## config.mk

```make
export PLATFORM = sky130hd
export DESIGN_NAME = evtlat_bank
export DESIGN_NICKNAME = d
export VERILOG_FILES = /design/src/rtl/evtlat_pkg.sv /design/src/rtl/evtlat_trig.sv /design/src/rtl/evtlat_port.sv /design/src/rtl/evtlat_bank.sv
export SDC_FILE = /design/constraint.sdc
export NUM_CORES = 1
export LEC_CHECK = 0
export ABC_AREA = 1
export BUFFER_PORTS_ARGS = -buffer_cell sky130_fd_sc_hd__buf_2
export CORE_MARGIN = 4
export CORE_UTILIZATION = 35
export CTS_CLUSTER_DIAMETER = 200
export CTS_CLUSTER_SIZE = 20
export DETAILED_ROUTE_END_ITERATION = 7
export SYNTH_ARGS = -nofsm -noshare
export SYNTH_HDL_FRONTEND = slang
export SYNTH_SLANG_ARGS = --single-unit
```

## constraint.sdc

```tcl
create_clock -name clk -period 3.8 [get_ports clk]
set_clock_uncertainty 0.15 [all_clocks]
set_input_delay 0.38 -clock clk [delete_from_list [all_inputs] [get_ports clk]]
set_output_delay 0.38 -clock clk [all_outputs]
set_load 0.005 [all_outputs]
```

## src/rtl/evtlat_pkg.sv

```systemverilog
// Package: shared constants and trigger kinds for the latched event bank.
// Assumes an 8-bit register layout fixed by the bit positions below.
package evtlat_pkg;

    localparam int EV_W = 8;

    // Bit positions; the trigger kind of each bit depends on its position.
    localparam int B_BUF_FULL  = 7;
    localparam int B_BUF_EMPTY = 6;
    localparam int B_DRV_MON   = 5;
    localparam int B_CHK_OUT   = 4;
    localparam int B_CHK_ERR   = 3;
    localparam int B_CODE_VIOL = 2;
    localparam int B_CLK_LOSS  = 1;
    localparam int B_SIG_LOSS  = 0;

    typedef enum logic [1:0] {
        TRG_EDGE  = 2'd0,
        TRG_RISE  = 2'd1,
        TRG_GATED = 2'd2
    } trig_e;

    // Maps a bit position to the trigger kind it uses.
    function automatic trig_e trig_of(input int b);
        case (b)
            B_BUF_FULL, B_BUF_EMPTY, B_CODE_VIOL: trig_of = TRG_RISE;
            B_CHK_ERR:                            trig_of = TRG_GATED;
            default:                              trig_of = TRG_EDGE;
        endcase
    endfunction

endpackage

```

## src/rtl/evtlat_trig.sv

```systemverilog
// Module: evtlat_trig
// Turns one live status input into a one-cycle set request for its latched bit.
// KIND picks either-edge, rising-edge or gated-level detection.
// Assumes live_i is synchronous to clk; the previous sample resets to 0.
module evtlat_trig
    import evtlat_pkg::*;
#(
    parameter trig_e KIND = TRG_EDGE
) (
    input  logic clk,
    input  logic rst_n,
    input  logic live_i,
    input  logic gate_i,
    output logic evt_o
);

    generate
        if (KIND == TRG_GATED) begin : g_gated
            // Error pulses count only while the gate is high; no history kept.
            assign evt_o = live_i & gate_i;
        end else begin : g_hist
            logic prev_q;
            logic unused_gate;
            assign unused_gate = gate_i;

            // Keep the previous cycle's sample for edge detection.
            always_ff @(posedge clk) begin
                if (!rst_n) prev_q <= 1'b0;
                else        prev_q <= live_i;
            end

            if (KIND == TRG_RISE) begin : g_rise
                // Request only on a 0-to-1 change.
                assign evt_o = live_i & ~prev_q;
            end else begin : g_edge
                // Request on any change of the input.
                assign evt_o = live_i ^ prev_q;
            end
        end
    endgenerate

endmodule

```

## src/rtl/evtlat_port.sv

```systemverilog
// Module: evtlat_port
// One port's latched event register, enable register and interrupt combine.
// Set requests beat a write-one-to-clear on the same bit in the same cycle.
// Assumes the write strobes come from an already decoded bus.
module evtlat_port
    import evtlat_pkg::*;
(
    input  logic            clk,
    input  logic            rst_n,
    input  logic [EV_W-1:0] live_i,
    input  logic            lock_i,
    input  logic            wr_lat_i,
    input  logic            wr_ena_i,
    input  logic [EV_W-1:0] wdata_i,
    output logic [EV_W-1:0] lat_o,
    output logic [EV_W-1:0] ena_o,
    output logic            irq_o
);

    logic [EV_W-1:0] evt;
    logic [EV_W-1:0] clr;
    logic [EV_W-1:0] lat_q;
    logic [EV_W-1:0] ena_q;

    // One trigger detector per bit, kind chosen by bit position.
    generate
        for (genvar b = 0; b < EV_W; b++) begin : g_bit
            evtlat_trig #(
                .KIND (trig_of(b))
            ) u_trig (
                .clk    (clk),
                .rst_n  (rst_n),
                .live_i (live_i[b]),
                .gate_i ((b == B_CHK_ERR) ? lock_i : 1'b0),
                .evt_o  (evt[b])
            );
        end
    endgenerate

    // Bits the host asks to clear this cycle.
    always_comb begin
        clr = wr_lat_i ? wdata_i : '0;
    end

    // Sticky event bits: clear on write-one, then set by any request.
    always_ff @(posedge clk) begin
        if (!rst_n) lat_q <= '0;
        else        lat_q <= (lat_q & ~clr) | evt;
    end

    // Plain read/write enable register.
    always_ff @(posedge clk) begin
        if (!rst_n)        ena_q <= '0;
        else if (wr_ena_i) ena_q <= wdata_i;
    end

    // Interrupt combine over enabled latched bits.
    always_comb begin
        irq_o = |(lat_q & ena_q);
    end

    assign lat_o = lat_q;
    assign ena_o = ena_q;

    AST_SET_WINS: assert property (@(posedge clk) disable iff (!rst_n)
        (evt != '0) |=> ((lat_q & $past(evt)) == $past(evt)));
    AST_W1C_CLEARS: assert property (@(posedge clk) disable iff (!rst_n)
        wr_lat_i |=> ((lat_q & $past(wdata_i & ~evt)) == '0));
    AST_NO_WRITE_KEEPS: assert property (@(posedge clk) disable iff (!rst_n)
        !wr_lat_i |=> ((lat_q & $past(lat_q)) == $past(lat_q)));
    AST_IRQ_MASKED: assert property (@(posedge clk) disable iff (!rst_n)
        (ena_q == '0) |-> !irq_o);
    AST_ERR_NEEDS_LOCK: assert property (@(posedge clk) disable iff (!rst_n)
        $rose(lat_q[B_CHK_ERR]) |-> $past(lock_i));
    AST_CV_RISE_ONLY: assert property (@(posedge clk) disable iff (!rst_n)
        $rose(lat_q[B_CODE_VIOL]) |-> $past(live_i[B_CODE_VIOL]));
    AST_ENA_HOLDS: assert property (@(posedge clk) disable iff (!rst_n)
        !wr_ena_i |=> $stable(ena_q));

endmodule

```

## src/rtl/evtlat_bank.sv

```systemverilog
// Module: evtlat_bank
// Top of the latched event bank: address decode, per-port instances and read mux.
// Port p occupies a window of PORT_STRIDE bytes starting at p*PORT_STRIDE.
// Assumes PORT_STRIDE is a power of two and the windows fit in ADDR_W bits.
module evtlat_bank
    import evtlat_pkg::*;
#(
    parameter int NUM_PORTS   = 4,
    parameter int ADDR_W      = 6,
    parameter int PORT_STRIDE = 16,
    parameter int LAT_OFS     = 4,
    parameter int ENA_OFS     = 5
) (
    input  logic                      clk,
    input  logic                      rst_n,
    input  logic [NUM_PORTS*EV_W-1:0] stat_live,
    input  logic [NUM_PORTS-1:0]      chk_lock,
    input  logic [ADDR_W-1:0]         bus_addr,
    input  logic                      bus_wr,
    input  logic [EV_W-1:0]           bus_wdata,
    output logic [EV_W-1:0]           bus_rdata,
    output logic [NUM_PORTS-1:0]      irq
);

    localparam int OFS_W = $clog2(PORT_STRIDE);
    localparam int SEL_W = ADDR_W - OFS_W;

    logic [OFS_W-1:0]     ofs;
    logic [SEL_W-1:0]     sel;
    logic                 is_lat;
    logic                 is_ena;
    logic [NUM_PORTS-1:0] hit;
    logic [NUM_PORTS-1:0] wr_lat;
    logic [NUM_PORTS-1:0] wr_ena;
    logic [EV_W-1:0]      lat_a [NUM_PORTS];
    logic [EV_W-1:0]      ena_a [NUM_PORTS];

    // Split the address into window select and offset inside the window.
    always_comb begin
        ofs    = bus_addr[OFS_W-1:0];
        sel    = bus_addr[ADDR_W-1:OFS_W];
        is_lat = (ofs == OFS_W'(LAT_OFS));
        is_ena = (ofs == OFS_W'(ENA_OFS));
    end

    generate
        for (genvar p = 0; p < NUM_PORTS; p++) begin : g_port
            // Window match and write strobes for this port.
            assign hit[p]    = (sel == SEL_W'(p));
            assign wr_lat[p] = bus_wr & hit[p] & is_lat;
            assign wr_ena[p] = bus_wr & hit[p] & is_ena;

            evtlat_port u_port (
                .clk      (clk),
                .rst_n    (rst_n),
                .live_i   (stat_live[p*EV_W +: EV_W]),
                .lock_i   (chk_lock[p]),
                .wr_lat_i (wr_lat[p]),
                .wr_ena_i (wr_ena[p]),
                .wdata_i  (bus_wdata),
                .lat_o    (lat_a[p]),
                .ena_o    (ena_a[p]),
                .irq_o    (irq[p])
            );
        end
    endgenerate

    // Read mux: selected register of the addressed port, 0 elsewhere.
    always_comb begin
        bus_rdata = '0;
        for (int p = 0; p < NUM_PORTS; p++) begin
            if (hit[p] && is_lat) bus_rdata = lat_a[p];
            if (hit[p] && is_ena) bus_rdata = ena_a[p];
        end
    end

    AST_ONE_STROBE: assert property (@(posedge clk) disable iff (!rst_n)
        $onehot0({wr_lat, wr_ena}));
    AST_IDLE_NO_STROBE: assert property (@(posedge clk) disable iff (!rst_n)
        !bus_wr |-> ((wr_lat == '0) && (wr_ena == '0)));

endmodule

```

==> metrics.md <==
| Metric | Value |
|---|---|
| FMAX | `383.7 MHz` |
| # hold bufs at CTS | `0` |
| Drt first pass iters | `5` |
| DIE HEIGHT | `114.5 um` |
| Fraction of layout cells with a size suffix above 1 | `15.78%` |
| Number of synthesized flops with an enable pin | `0` |
| Commonest cells post-synth | `nand2_1 (110), dfxtp_1 (92), inv_1 (71)` |
| Total CTS buffers | `9` |
| Vias per inst | `approximately 5` |
| Fill count | `1,127` |
| Synth Net Count | `between 500 and 600` |
| N_diodes | `0` |
| Most common cell in the netlist | `nand2_1` |
| Die ar. | `around 0.013 mm^2` |
| Critical Path RT | `3.27 ns` |
| Final Max Slew Viols | `0` |
| Max-Cap Viols | `0` |
| PwrDens | `441.3 mW/mm^2` |
| Core Area | `between 0.01 and 0.015 mm^2` |
| Worst-case reg-to-reg path depth | `2` |
| Antenna violations before repair | `0` |
| Endpoints failing setup | `0` |
| Data arrival time of the critical path | `2.08 ns` |
| Nets@finish | `632` |
| Ys flop type | `dfxtp_1` |
| Crit path launch | `bus_addr[3]` |
| CTS tree | `yes` |
| ANT nets after route | `0` |
| Warnings from Yosys | `0` |
| Synthesized flop and latch total | `92` |
| Synth async-reset ratio | `0%` |
| Worst r2r src | `g_port[1].u_port.g_bit[1].u_trig.g_hist.prev_q` |
| Final Hold Slack | `0.08939 ns` |
| Reg2reg setup slack | `2.88 ns` |
| Die Wd | `~110 um` |
| Setup repair bufs after CTS | `0` |
| Std cell rows | `38` |
| Final Cycle Share | `68.58%` |
| Critical path class | `in -> out` |
| Clock H-tree levels | `3` |
| Multi-input logic area | `roughly 0.0017 mm^2` |
| RR Endpoint | `g_port[1].u_port.lat_o[1]` |
| Top cell type's share of synthesized area | `46.38%` |
| First-pass GRT wire length | `16,990 um` |
| Final wirelength | `between 10,000 and 15,000 um` |
| Register area | `~0.0018 mm^2` |
| Min-delay worst type | `in -> reg` |
| Status | `finished clean` |
| Netlist Area Pre-Place | `0.003971 mm^2` |
| Vias | `3,609` |
| Total grt overflow | `0` |
| DRC Markers | `0` |
| # IOs | `65` |
| CP max FO | `14` |
| Hpwl dp | `7698 um` |
| Worst Tran Pin Value | `1.039 ns` |
| WL per Instance | `14.74 um` |
| Post-CTS sizing | `0` |
| Register area share after synthesis | `~46%` |
| Max Root-Sink Buffers | `2` |
| CP Launch Type | `input port` |
| Initial core utilization | `a little over a third` |
| Relative slew margins | `30.67%` |
| Fin Setup TNS | `0 ns` |
| Yosys cell types | `24` |
| Post-Syn Instances | `526` |
| Initial drt markers | `around 230` |
| Vias in the first global route | `3,411` |
| Hold Vio Cnt, Final | `0` |
| Worst-skew pair later-pin latency | `about 0.34 ns` |
| CP endpoint kind | `output pin` |
| Pleak | `2.155 nW` |
| Synthesized area per cell | `7.550 um^2` |
| RSZ-0062 raised after global routing | `false` |
| Clock tree sinks | `92` |
| Worst-path clk slew | `0.07 ns` |
| Synthesis-to-layout area growth | `16.26%` |
| IO Port Bufs | `64` |
| GPL Wtd Cong | `between 0.8 and 0.9` |
| Synth area leaders | `dfxtp_1 (46%), nand2_1 (10%), o21ai_0 (7.8%), inv_1 (6.7%), a21oi_1 (6.7%)` |
| Pin count of the biggest net entering global routing | `61` |
| Period minus WS final | `2.606 ns` |
| Max IR drop VDD | `0.2802 mV` |
| Leading area contributor after synthesis | `dfxtp_1` |
| All-Layer GR Usage | `around 16%` |
| CP Capture Point | `bus_rdata[0]` |
| Clock root cell | `clkbuf_16` |
-- flip-flops by register name (all words and copies together) (netlist names) --
name / count
g_port.u_port.ena_o: 32
g_port.u_port.g_bit.u_trig.g_hist.prev_q: 28
g_port.u_port.lat_o: 32
-- metrics by stage --
step                      cells  cell area [um^2]  worst slack, ns  total power, mW  utilization (%)
after global placement      708              4349            1.291            1.236            39.60
final                       723              4617            1.194            2.038            42.04
after CTS                   723              4617            1.188            2.050            42.04
after floorplan             526              3971            1.983            1.163                -
after detailed placement    708              4349            1.194            1.240            39.60
after global routing        723              4617            1.015            2.116            42.04
-- how the worst min path moves through the flow --
stage	cells after the start	endpoint	startpoint	slack (ns)
final	3	g_port[0].u_port.g_bit[0].u_trig.g_hist.prev_q	stat_live[0]	0.09
after global routing	3	g_port[0].u_port.g_bit[1].u_trig.g_hist.prev_q	stat_live[1]	0.08
after CTS	3	g_port[2].u_port.g_bit[1].u_trig.g_hist.prev_q	stat_live[17]	0.09
after detailed placement	1	g_port[1].u_port.lat_o[2]	g_port[1].u_port.g_bit[2].u_trig.g_hist.prev_q	0.26
after global placement	1	g_port[3].u_port.lat_o[2]	g_port[3].u_port.g_bit[2].u_trig.g_hist.prev_q	0.26
after floorplan	1	g_port[0].u_port.lat_o[2]	g_port[0].u_port.g_bit[2].u_trig.g_hist.prev_q	0.26
-- logic make-up (layout without fill, tap and decap cells) --
| logic type | count (synthesis) | after routing | synth area share [%] |
|---|---|---|---|
| AND/OR/NAND/NOR | 180 | 180 | 20.48 |
| flip-flops | 92 | 92 | 46.38 |
| AO/OA/AOI/OAI | 142 | 142 | 19.38 |
| buffers and inverters | 96 | 153 | 10.24 |
| XOR/XNOR | 16 | 16 | 3.529 |
-- power by group --
group          switching, mW  internal (mW)  leakage [nW]
Sequential            0.0354           1.01         0.759
Combinational          0.101         0.0674          1.28
Clock                  0.377          0.442         0.117
-- layout make-up --
cell class / instances / area share (%)
clock inverters: 5 / 0.8401
well taps: 140 / 3.794
repair buffers: 67 / 7.425
multi-input cells: 338 / 37.32
flip-flops and latches: 92 / 39.89
inverters: 71 / 5.772
clock buffers: 10 / 4.959
-- critical path, cell delays in order --
cell,delay [ns]
buf_2,0.12
nor2_4,0.31
nand4_1,0.52
or2_2,0.48
nand2_1,0.07
nand4_1,0.06
buf_2,0.13
-- routing by layer --
layer | vias up | global-route usage (%) | wire length [um]
met5 | - | 0 | 0
li1 | 1833 | - | -
met3 | 14 | 3.436 | 659
met4 | 0 | 5.067 | 162
met1 | 1653 | 22.80 | 5120
met2 | 109 | 25.49 | 4713
-- cell usage in the layout (no fill, tap or decap) --
cell type | netlist | layout
dfxtp_1 | 92 | 92
clkbuf_1 | 12 | 1
o22ai_1 | 14 | 14
inv_6 | 0 | 1
o21ai_1 | 2 | 2
nand3_1 | 17 | 17
nand2_1 | 110 | 110
nor2_1 | 20 | 20
nor3b_4 | 1 | 1
clkinvlp_4 | 0 | 4
or2_0 | 2 | 2
nor2_2 | 4 | 4
nand2_2 | 1 | 1
a21oi_1 | 53 | 53
clkbuf_16 | 0 | 9
xnor2_1 | 16 | 16
buf_2 | 4 | 64
buf_4 | 7 | 3
nand3_4 | 1 | 1
inv_1 | 71 | 71
a221oi_1 | 7 | 7
nand4_1 | 20 | 20
o21ai_0 | 62 | 62
nor2_4 | 2 | 2
a22o_1 | 4 | 4
or2_2 | 2 | 2
Power figures use the tool's default switching activity.
